### src/rtl/sio_regs_pkg.sv
package sio_regs_pkg;
  localparam int unsigned BYTE_W = 8;

  localparam int unsigned REG_CMD  = 0;
  localparam int unsigned REG_IE   = 1;
  localparam int unsigned REG_VEC  = 2;
  localparam int unsigned REG_RXC  = 3;
  localparam int unsigned REG_TXC  = 5;
  localparam int unsigned REG_MIC  = 9;
  localparam int unsigned REG_NUL  = 10;
  localparam int unsigned REG_MISC = 14;

  localparam logic [2:0] CMD_CLR_HUNT = 3'd2;
  localparam logic [2:0] CMD_ACK_TX   = 3'd5;
  localparam logic [7:0] CLR_EXT_CODE = 8'h10;

  typedef enum logic {PH_IDLE = 1'b0, PH_LOAD = 1'b1} phase_e;
  typedef enum logic [1:0] {RST_NONE = 2'd0, RST_CHAN = 2'd1,
                            RST_NOP = 2'd2, RST_ALL = 2'd3} rstcmd_e;

  typedef struct packed {
    logic              master_ie;
    logic              ext_ie;
    logic              tx_ie;
    logic [1:0]        rx_mode;
    logic              rx_en;
    logic              tx_en;
    logic              hunt;
    logic              underrun;
    logic              tx_pend;
    logic              ext_pend;
    logic              baud_pend;
    logic [BYTE_W-1:0] vector;
    logic [BYTE_W-1:0] tx_byte;
    logic [BYTE_W-1:0] rx_byte;
  } chan_flags_t;
endpackage

### src/rtl/sio_rst_sync.sv
module sio_rst_sync #(
  parameter int unsigned STAGES = 2
) (
  input  logic clk,
  input  logic rst_n,
  output logic rst_n_sync
);
  logic [STAGES-1:0] chain_q;

  always_ff @(posedge clk or negedge rst_n) begin
    if (!rst_n) chain_q <= '0;
    else        chain_q <= {chain_q[STAGES-2:0], 1'b1};
  end

  assign rst_n_sync = chain_q[STAGES-1];
endmodule

### src/rtl/sio_ptr_ctl.sv
module sio_ptr_ctl
  import sio_regs_pkg::*;
#(
  parameter int unsigned NUM_REGS = 16,
  localparam int unsigned PTR_W = $clog2(NUM_REGS)
) (
  input  logic              clk,
  input  logic              rst_n,
  input  logic              ctl_wr,
  input  logic              ctl_rd,
  input  logic [BYTE_W-1:0] wdata,
  output logic [PTR_W-1:0]  ptr,
  output logic              in_load,
  output logic              reg_we,
  output logic              clr_ext
);
  phase_e           ph_q, ph_d;
  logic [PTR_W-1:0] ptr_q, ptr_d;

  always_comb begin
    ph_d    = ph_q;
    ptr_d   = ptr_q;
    reg_we  = 1'b0;
    clr_ext = 1'b0;
    if (ctl_wr) begin
      if (ph_q == PH_LOAD) begin
        reg_we = 1'b1;
        ph_d   = PH_IDLE;
      end else if (wdata[BYTE_W-1:PTR_W] == '0) begin
        ptr_d = wdata[PTR_W-1:0];
        ph_d  = PH_LOAD;
      end else if (wdata == CLR_EXT_CODE) begin
        clr_ext = 1'b1;
      end
    end else if (ctl_rd) begin
      if (ph_q == PH_LOAD) ph_d  = PH_IDLE;
      else                 ptr_d = '0;
    end
  end

  always_ff @(posedge clk or negedge rst_n) begin
    if (!rst_n) begin
      ph_q  <= PH_IDLE;
      ptr_q <= '0;
    end else begin
      ph_q  <= ph_d;
      ptr_q <= ptr_d;
    end
  end

  assign ptr     = ptr_q;
  assign in_load = (ph_q == PH_LOAD);
endmodule

### src/rtl/sio_reg_file.sv
module sio_reg_file
  import sio_regs_pkg::*;
#(
  parameter int unsigned NUM_REGS = 16,
  localparam int unsigned PTR_W = $clog2(NUM_REGS)
) (
  input  logic                             clk,
  input  logic                             rst_n,
  input  logic                             we,
  input  logic [PTR_W-1:0]                 waddr,
  input  logic [BYTE_W-1:0]                wdata,
  input  logic [BYTE_W-1:0]                set0,
  input  logic [BYTE_W-1:0]                set1,
  input  logic                             clr_all,
  output logic [NUM_REGS-1:0][BYTE_W-1:0]  q
);
  for (genvar g = 0; g < NUM_REGS; g++) begin : g_reg
    logic [BYTE_W-1:0] d_g, q_g, setm_g;

    assign setm_g = (g == 0) ? set0 : ((g == 1) ? set1 : '0);

    always_comb begin
      if (clr_all)
        d_g = '0;
      else
        d_g = ((we && (waddr == PTR_W'(g))) ? wdata : q_g) | setm_g;
    end

    always_ff @(posedge clk or negedge rst_n) begin
      if (!rst_n) q_g <= '0;
      else        q_g <= d_g;
    end

    assign q[g] = q_g;
  end
endmodule

### src/rtl/sio_chan_flags.sv
module sio_chan_flags
  import sio_regs_pkg::*;
#(
  parameter int unsigned NUM_REGS = 16,
  localparam int unsigned PTR_W = $clog2(NUM_REGS)
) (
  input  logic              clk,
  input  logic              rst_n,
  input  logic              reg_we,
  input  logic [PTR_W-1:0]  ptr,
  input  logic [BYTE_W-1:0] wdata,
  input  logic              dat_wr,
  input  logic              loop_en,
  input  logic              clr_ext,
  input  logic              ext_evt,
  input  logic              baud_evt,
  output chan_flags_t       flags,
  output logic [BYTE_W-1:0] set0,
  output logic [BYTE_W-1:0] set1,
  output logic              clr_regs
);
  chan_flags_t f_q, f_d;
  logic        chan_rst, all_rst;

  always_comb begin
    f_d      = f_q;
    set0     = '0;
    set1     = '0;
    chan_rst = 1'b0;
    all_rst  = 1'b0;

    if (reg_we) begin
      if (ptr == PTR_W'(REG_CMD)) begin
        if (wdata[5:3] == CMD_CLR_HUNT) f_d.hunt    = 1'b0;
        if (wdata[5:3] == CMD_ACK_TX)   f_d.tx_pend = 1'b0;
      end
      if (ptr == PTR_W'(REG_IE)) begin
        f_d.ext_ie  = wdata[0];
        f_d.tx_ie   = wdata[1];
        f_d.rx_mode = wdata[4:3];
      end
      if (ptr == PTR_W'(REG_VEC)) f_d.vector = wdata;
      if (ptr == PTR_W'(REG_RXC)) begin
        f_d.rx_en = wdata[0];
        f_d.hunt  = wdata[4];
      end
      if (ptr == PTR_W'(REG_TXC)) begin
        f_d.tx_en = wdata[3];
        set0[2]   = wdata[3];
      end
      if (ptr == PTR_W'(REG_MIC)) begin
        f_d.master_ie = wdata[3];
        chan_rst      = (rstcmd_e'(wdata[7:6]) == RST_CHAN);
        all_rst       = (rstcmd_e'(wdata[7:6]) == RST_ALL);
      end
    end

    if (dat_wr && f_q.tx_en) begin
      f_d.tx_byte  = wdata;
      f_d.underrun = 1'b1;
      f_d.tx_pend  = 1'b1;
      set0[2]      = 1'b1;
      set1[0]      = 1'b1;
      if (loop_en) begin
        f_d.rx_byte = wdata;
        set0[0]     = 1'b1;
      end
    end

    if (clr_ext) begin
      f_d.ext_pend  = 1'b0;
      f_d.baud_pend = 1'b0;
    end
    if (ext_evt)  f_d.ext_pend  = 1'b1;
    if (baud_evt) f_d.baud_pend = 1'b1;

    if (chan_rst || all_rst) begin
      f_d.ext_ie    = 1'b0;
      f_d.tx_ie     = 1'b0;
      f_d.rx_mode   = '0;
      f_d.rx_en     = 1'b0;
      f_d.tx_en     = 1'b0;
      f_d.hunt      = all_rst;
      f_d.underrun  = 1'b1;
      f_d.tx_pend   = 1'b0;
      f_d.ext_pend  = 1'b0;
      f_d.baud_pend = 1'b0;
      f_d.tx_byte   = '0;
      f_d.rx_byte   = '0;
      set0          = '0;
      set1          = '0;
      if (all_rst) begin
        f_d.master_ie = 1'b0;
        f_d.vector    = '0;
      end
    end
    clr_regs = chan_rst || all_rst;
  end

  always_ff @(posedge clk or negedge rst_n) begin
    if (!rst_n) begin
      f_q          <= '0;
      f_q.hunt     <= 1'b1;
      f_q.underrun <= 1'b1;
    end else begin
      f_q <= f_d;
    end
  end

  assign flags = f_q;
endmodule

### src/rtl/sio_host_regs.sv
module sio_host_regs
  import sio_regs_pkg::*;
#(
  parameter int unsigned NUM_REGS = 16
) (
  input  logic              clk,
  input  logic              rst_n,
  input  logic              cs,
  input  logic              addr,
  input  logic              wr_en,
  input  logic              rd_en,
  input  logic [BYTE_W-1:0] wdata,
  output logic [BYTE_W-1:0] rdata,
  input  logic              ext_evt,
  input  logic              baud_evt,
  output logic              irq_master_en,
  output logic              irq_ext_en,
  output logic              irq_tx_en,
  output logic [1:0]        rx_irq_mode,
  output logic [BYTE_W-1:0] irq_vector,
  output logic              ext_pending,
  output logic              baud_pending,
  output logic              tx_pending,
  output logic              tx_enabled,
  output logic              rx_enabled,
  output logic [BYTE_W-1:0] tx_byte
);
  localparam int unsigned PTR_W = $clog2(NUM_REGS);

  logic                            rst_n_int;
  logic                            ctl_wr, ctl_rd, dat_wr;
  logic [PTR_W-1:0]                ptr;
  logic                            in_load, reg_we, clr_ext, clr_regs;
  logic [BYTE_W-1:0]               set0, set1;
  logic [NUM_REGS-1:0][BYTE_W-1:0] regs;
  chan_flags_t                     flags;
  logic [PTR_W-1:0]                rd_idx;
  logic [BYTE_W-1:0]               status, ctl_val;

  sio_rst_sync #(.STAGES(2)) u_rst (
    .clk(clk), .rst_n(rst_n), .rst_n_sync(rst_n_int)
  );

  assign ctl_wr = cs && wr_en && !addr;
  assign ctl_rd = cs && rd_en && !wr_en && !addr;
  assign dat_wr = cs && wr_en && addr;

  sio_ptr_ctl #(.NUM_REGS(NUM_REGS)) u_ptr (
    .clk(clk), .rst_n(rst_n_int), .ctl_wr(ctl_wr), .ctl_rd(ctl_rd),
    .wdata(wdata), .ptr(ptr), .in_load(in_load), .reg_we(reg_we),
    .clr_ext(clr_ext)
  );

  sio_reg_file #(.NUM_REGS(NUM_REGS)) u_regs (
    .clk(clk), .rst_n(rst_n_int), .we(reg_we), .waddr(ptr), .wdata(wdata),
    .set0(set0), .set1(set1), .clr_all(clr_regs), .q(regs)
  );

  sio_chan_flags #(.NUM_REGS(NUM_REGS)) u_flags (
    .clk(clk), .rst_n(rst_n_int), .reg_we(reg_we), .ptr(ptr), .wdata(wdata),
    .dat_wr(dat_wr), .loop_en(regs[REG_MISC][4]), .clr_ext(clr_ext),
    .ext_evt(ext_evt), .baud_evt(baud_evt), .flags(flags), .set0(set0),
    .set1(set1), .clr_regs(clr_regs)
  );

  // composite status byte and control-port read selection
  assign status = {1'b0, flags.underrun, 1'b0, flags.hunt,
                   1'b0, regs[REG_CMD][2], 1'b0, regs[REG_CMD][0]};
  assign rd_idx = in_load ? ptr : '0;

  always_comb begin
    if (rd_idx == PTR_W'(REG_CMD))      ctl_val = status;
    else if (rd_idx == PTR_W'(REG_NUL)) ctl_val = '0;
    else                                ctl_val = regs[rd_idx];
  end

  assign rdata = (cs && rd_en) ? (addr ? flags.rx_byte : ctl_val) : '0;

  assign irq_master_en = flags.master_ie;
  assign irq_ext_en    = flags.ext_ie;
  assign irq_tx_en     = flags.tx_ie;
  assign rx_irq_mode   = flags.rx_mode;
  assign irq_vector    = flags.vector;
  assign ext_pending   = flags.ext_pend;
  assign baud_pending  = flags.baud_pend;
  assign tx_pending    = flags.tx_pend;
  assign tx_enabled    = flags.tx_en;
  assign rx_enabled    = flags.rx_en;
  assign tx_byte       = flags.tx_byte;
endmodule

### config.mk
export PLATFORM = sky130hd
export DESIGN_NAME = sio_host_regs
export DESIGN_NICKNAME = d
export VERILOG_FILES = /design/src/rtl/sio_regs_pkg.sv /design/src/rtl/sio_rst_sync.sv /design/src/rtl/sio_ptr_ctl.sv /design/src/rtl/sio_reg_file.sv /design/src/rtl/sio_chan_flags.sv /design/src/rtl/sio_host_regs.sv
export SDC_FILE = /design/constraint.sdc
export NUM_CORES = 1
export LEC_CHECK = 0
export ABC_AREA = 1
export BUFFER_PORTS_ARGS = -buffer_cell sky130_fd_sc_hd__buf_2
export CORE_MARGIN = 2
export CORE_UTILIZATION = 35
export DETAILED_ROUTE_END_ITERATION = 16
export HOLD_SLACK_MARGIN = 0.05
export PLACE_DENSITY = 0.57
export SLEW_MARGIN = 30
export SYNTH_ARGS = -nofsm -noshare
export SYNTH_HDL_FRONTEND = slang
export SYNTH_SLANG_ARGS = --single-unit
### constraint.sdc
create_clock -name clk -period 5.1 [get_ports clk]
set_clock_uncertainty 0.2 [all_clocks]
set_input_delay 1.275 -clock clk [delete_from_list [all_inputs] [get_ports clk]]
set_output_delay 1.275 -clock clk [all_outputs]
set_load 0.005 [all_outputs]
# Yosys cells after proc, flatten, opt, wreduce, memory -nomap -nowiden
# Cells that the tools add are included.
totals:
  reg_bits: 171
  latchBits: 0
  ram_bits: 0
  romBits: 0
  input_bits: 16
  output_inout_bits: 34
  mem_count: 0
classes:
  n_addsub: 0
  multipliers: 0
  div_mod_pow: 0
  order_cmp: 1
  eq_ne: 23
  n_shift: 0
  mux: 87
  n_bitwise: 2
  reduce_logical: 64
op_table:
  columns: ["cell", "n"]
  rows:
  - ["2-to-1 mux 8 bit", 42]
  - ["nonzero test 2 bit", 21]
  - ["equality test 4 bit (second input constant)", 9]
  - ["2-to-1 mux 36 bit", 1]
  - ["2-to-1 mux 1 bit", 33]
  - ["binary-select mux 8 bit (select 4 bit)", 1]
  - ["2-to-1 mux 4 bit", 6]
  - ["logical AND 1 bit", 23]
  - ["nonzero test 3 bit", 7]
  - ["equality test 4 x 3 -> 1 bit (second input constant)", 4]
  - ["2-to-1 mux 16 bit", 1]
  - ["bitwise OR 8 bit", 2]
  - ["logical NOT 4 bit", 3]
  - ["AND reduction 3 bit", 3]
  - ["equality test 4 x 2 -> 1 bit (second input constant)", 2]
  - ["equality test 8 x 5 -> 1 bit (second input constant)", 1]
  - ["AND reduction 2 bit", 4]
  - ["< comparator 4 x 5 -> 1 bit (second input constant)", 1]
  - ["equality test 4 x 1 -> 1 bit (second input constant)", 1]
  - ["2-to-1 mux 2 bit", 2]
  - ["equality test 3 x 2 -> 1 bit (second input constant)", 1]
  - ["equality test 3 bit (second input constant)", 1]
  - ["2-to-1 mux 3 bit", 1]
  - ["equality test 2 x 1 -> 1 bit (second input constant)", 1]
  - ["other kinds (5)", 6]

# Logic depth before layout (Yosys ltp)
logic_depth:
  word_depth: 8
  depth_mapped: 13

# Cells and area by module
# A second synthesis with hierarchy kept.
hier_totals:
  cells_unflattened: 1264
  area_unflattened_um2: 9281.4
by_module_without_submodules:
  columns: ["mod", "instances", "cells_per_inst", "area_each_um2"]
  rows:
  - ["sio_reg_file", 1, 640, 5526.6]
  - ["sio_chan_flags", 1, 207, 1779.2]
  - ["sio_host_regs", 1, 372, 1634.1]
  - ["sio_ptr_ctl", 1, 42, 287.8]
  - ["sio_rst_sync", 1, 3, 53.8]

# Worst setup path after synthesis
# Ideal clock, no wire load.
synth_timing:
  path_kind: "input -> output"
  from: "input addr"
  to: "output rdata[1]"
  arrival_ns: 2.012
  required_ns: 3.625
  slack_ns: 1.613
  path_stages: 6
  n_path_buf: 1
  cell_sequence: "buf_4 > nor3_2 > nand2_1 > nor2_1 > nand2_1 > a21oi_1"
synth_via:
  elab_chain_len: 2
synth_lines:
  columns: ["item", "line", "text"]
  rows:
  - ["start, declared", "sio_host_regs.sv:9", "input logic addr,"]
  - ["2-to-1 mux 8 bit (2 in series)", "sio_host_regs.sv:77", "assign rdata = (cs && rd_en) ? (addr ? flags.rx_byte : ctl_val) : '0;"]
  - ["end, declared", "sio_host_regs.sv:13", "output logic [BYTE_W-1:0] rdata,"]
# No other way between the ends.

# Worst setup path in the final report
layout_timing:
  from: "register u_ptr.ph_q (netlist: u_ptr.in_load)"
  to: "output rdata[6]"
layout_via:
  elab_chain_len: 7
  word_cells_on_any_way: 9
  cone_classes: "eq/ne: 1; mux: 7; reduce/logical: 1"
layout_lines:
  columns: ["item", "line", "text"]
  rows:
  - ["start, declared", "sio_ptr_ctl.sv:17", "phase_e ph_q, ph_d;"]
  - ["start signal, assigned", "sio_ptr_ctl.sv:46", "ph_q <= ph_d;"]
  - ["2-to-1 mux 4 bit *", null, null]
  - ["binary-select mux 8 bit (select 4 bit)", "sio_host_regs.sv:74", "else ctl_val = regs[rd_idx];"]
  - ["2-to-1 mux 8 bit (not written as such)", "sio_host_regs.sv:74", null]
  - ["2-to-1 mux 8 bit", "sio_host_regs.sv:73", "else if (rd_idx == PTR_W'(REG_NUL)) ctl_val = '0;"]
  - ["2-to-1 mux 8 bit *", "sio_host_regs.sv:72", "if (rd_idx == PTR_W'(REG_CMD)) ctl_val = status;"]
  - ["2-to-1 mux 8 bit * (2 in series)", "sio_host_regs.sv:77", null]
# Every way passes the cells marked *; elsewhere a longest branch is shown, timed or not. The select of a mux whose other input is x is not followed.

==> impl_metrics.env <==
export IMPL_comb_power_share=0.075
export IMPL_ctsHoldBuffers=0
export IMPL_grt_pass1_vias=6749
export IMPL_vias_per_cell=5.29
export IMPL_slew_violations=0
export IMPL_fin_setup_tns_ns=0
export IMPL_yosys_top_cells_count="296 x nand2_1, 169 x dfrtp_1, 118 x nand3_1"
export IMPL_worst_pin_slew_ns=0.838
export IMPL_ios=50
export IMPL_ir_drop_mv=0.248
export IMPL_final_util=0.392
export IMPL_dieWidth_um=158
export IMPL_ys_seq_area_frac=0.516
export IMPL_antenna_found_initial=0
export IMPL_tritoncts="done"
export IMPL_required_ns=3.62
export IMPL_netlist_area_sq_mm=0.00830
export IMPL_htree_levels=4
export IMPL_yosysTopAreaCell="dfrtp_1"
export IMPL_maxCapViolCount=0
export IMPL_power_density_mw_per_mm2=320
export IMPL_ys_ff_latch=171
export IMPL_wl_per_cell_um=19.0
export IMPL_path_class="reg2out"
export IMPL_endpoint_kind="output port"
export IMPL_yosys_area_top_type_share=0.510
export IMPL_synthTopCellsByArea="dfrtp_1 51%, nand2_1 13%, nand3_1 7.1%"
export IMPL_clk_pin_slew_ns=0.07
export IMPL_yosysUniqueCellTypes=33
export IMPL_cts_buffer_depth=2
export IMPL_area_growth_pct=10.7
export IMPL_post_cts_repair_setup_buffers=0
export IMPL_first_pass_iters=5
export IMPL_ant_nets=0
export IMPL_yosysWarnings=0
export IMPL_drc=0
export IMPL_synthCells=1040
export IMPL_crit_fanout=14
export IMPL_netSwitchingFraction=0.264
export IMPL_antenna_cells=0
export IMPL_cts_resized=0
export IMPL_finalPower_mw=2.94
export IMPL_grt_pass1_wl_mm=41.0
export IMPL_crit_path_end="rdata[6]"
export IMPL_p_int_mw=2.16
export IMPL_startpoint="u_ptr.in_load$_DFFE_PN0P_"
export IMPL_postRouteWirelength_mm=26.2
export IMPL_leakagePower_nw=4.36
export IMPL_min_path_type="reg2async"
export IMPL_r2r_start="u_ptr.in_load$_DFFE_PN0P_"
export IMPL_port_buffers=49
export IMPL_ys_flop_type="dfrtp_1"
export IMPL_vias=7281
export IMPL_drtIter0Drc=805
export IMPL_period_needed_ns=4.33
export IMPL_placed_cell_area_sq_mm=0.00861
export IMPL_fin_nets=1061
export IMPL_grt_ovfl_total=0
export IMPL_coreArea_sq_mm=0.0234
export IMPL_syn_avg_cell_area_sq_um=7.98
export IMPL_fin_crit_sh=0.848
export IMPL_placementRows=56
export IMPL_slew_headroom=0.440
export IMPL_status="finished clean"
export IMPL_seqPwrFrac=0.487
export IMPL_setup_viol=0
export IMPL_synth_edf_count=0
export IMPL_rsz0062_at_grt="no"
export IMPL_synthMostInstantiatedCell="nand2_1"
export IMPL_finish_instance_area_sq_mm=0.00918
export IMPL_dieArea_sq_mm=0.0250
export IMPL_max_freq_mhz=231
export IMPL_grt_max_degree=126
export IMPL_dp_hpwl_mm=17.6
export IMPL_ys_async_sr_fraction=1.00
export IMPL_clock_latency_ns=0.44
export IMPL_switchingPower_uw=775
export IMPL_worst_r2r_cell_count=9
export IMPL_whs_ns=0.149
export IMPL_cts_root_buf="clkbuf_16"
export IMPL_hold_viol=0
export IMPL_clock_sinks=171
export IMPL_start_util=0.355
export IMPL_clockPowerShare=0.438
export IMPL_syn_nets=1056
export IMPL_place_congestion=0.931
export IMPL_cp_arrival_ns=2.85
export IMPL_layout_drive_gt1_share=0.119
export IMPL_die_h_um=158
export IMPL_r2r_end="u_flags.flags[8]$_DFFE_PN0P_"
export IMPL_track_usage=0.221
export IMPL_cts_buffers=17
export IMPL_start_kind="flip-flop"
export IMPL_rrSetupSlack_ns=1.73
-- through the flow --
step	std cells	setup slack (ns)
after floorplan	1040	1.61
after global placement	1345	1.25
after detailed placement	1345	1.24
after CTS	1377	0.764
after global routing	1377	0.560
final	1377	0.774
-- how the worst min path moves through the flow --
stage,depth (start not counted),slack [ns],endpoint
2_1_floorplan,0,0.13,u_rst.chain_q[1]$_DFF_PN0_
3_3_place_gp,0,0.14,u_rst.chain_q[1]$_DFF_PN0_
3_5_place_dp,0,0.14,u_rst.chain_q[1]$_DFF_PN0_
4_1_cts,0,0.16,u_rst.chain_q[1]$_DFF_PN0_
5_1_grt,0,0.16,u_rst.chain_q[1]$_DFF_PN0_
6_report,0,0.15,u_ptr.in_load$_DFFE_PN0P_
-- cell type report --
type                    instances  area (sq um)
clock buffers                  20           457
repair buffers                 60           340
well taps                     319           399
inverters                      82           310
clock inverters                12           113
flip-flops and latches        171          4290
multi-input cells             713          3280
fillers                      2463         14200
-- critical path: stages, from the launching register on --
cell and delay, ns:
dfrtp_1 0.54, buf_4 0.29, nand2_1 0.21, nor2_1 0.61
nand2_1 0.11, nand2_1 0.12, o21ai_0 0.11, a21oi_1 0.24
buf_2 0.16
-- cells in the final DEF (no fill, tap or decap), drive strengths merged --
| cell | synthesis | routed |
|---|---|---|
| nand4 | 1 | 1 |
| clkinvlp | 0 | 2 |
| o21ai | 144 | 144 |
| conb | 1 | 1 |
| nor2 | 59 | 59 |
| clkbuf | 19 | 20 |
| o211ai | 14 | 14 |
| inv | 81 | 84 |
| dfrtp | 169 | 169 |
| o22ai | 22 | 22 |
| nand2 | 308 | 308 |
| nor3 | 7 | 7 |
| clkinv | 1 | 7 |
| a31oi | 1 | 1 |
| nand3 | 119 | 119 |
| or2 | 1 | 1 |
| dfstp | 2 | 2 |
| bufinv | 0 | 1 |
| buf | 55 | 60 |
| a21oi | 36 | 36 |
-- registers in the layout, indices dropped and copies added (netlist names) --
| signal | count |
|---|---|
| u_regs.g.q_g | 128 |
| u_ptr.in_load | 1 |
| u_flags.flags | 36 |
| u_ptr.ptr | 4 |
| u_rst.chain_q | 2 |
-- per-layer routing --
| layer | track usage | routed length (um) | vias to the layer above |
|---|---|---|---|
| met5 | 0 | 0 | - |
| met4 | 0.0759 | 588 | 0 |
| met3 | 0.0523 | 2210 | 48 |
| met2 | 0.309 | 11100 | 299 |
| met1 | 0.332 | 12300 | 3517 |
| li1 | - | - | 3417 |
-- power groups by stage --
| stage | registers, mW | logic (mW) | clock network [mW] |
|---|---|---|---|
| after global placement | 1.46 | 0.220 | 0 |
| final | 1.43 | 0.221 | 1.29 |
| after detailed placement | 1.46 | 0.221 | 0 |
| after CTS | 1.43 | 0.221 | 1.30 |
| after global routing | 1.44 | 0.248 | 1.36 |
| after floorplan | 1.46 | 0.141 | 0 |
-- cells by family (layout without fill, tap and decap cells) --
| kind of cell | count (synthesis) | in the layout | share of synthesized area |
|---|---|---|---|
| AO/OA/AOI/OAI | 217 | 217 | 0.139 |
| buffers and inverters | 156 | 174 | 0.0896 |
| flip-flops | 171 | 171 | 0.516 |
| other | 1 | 1 | 0.000452 |
| AND/OR/NAND/NOR | 495 | 495 | 0.255 |
(Power assumes the default switching activity.)
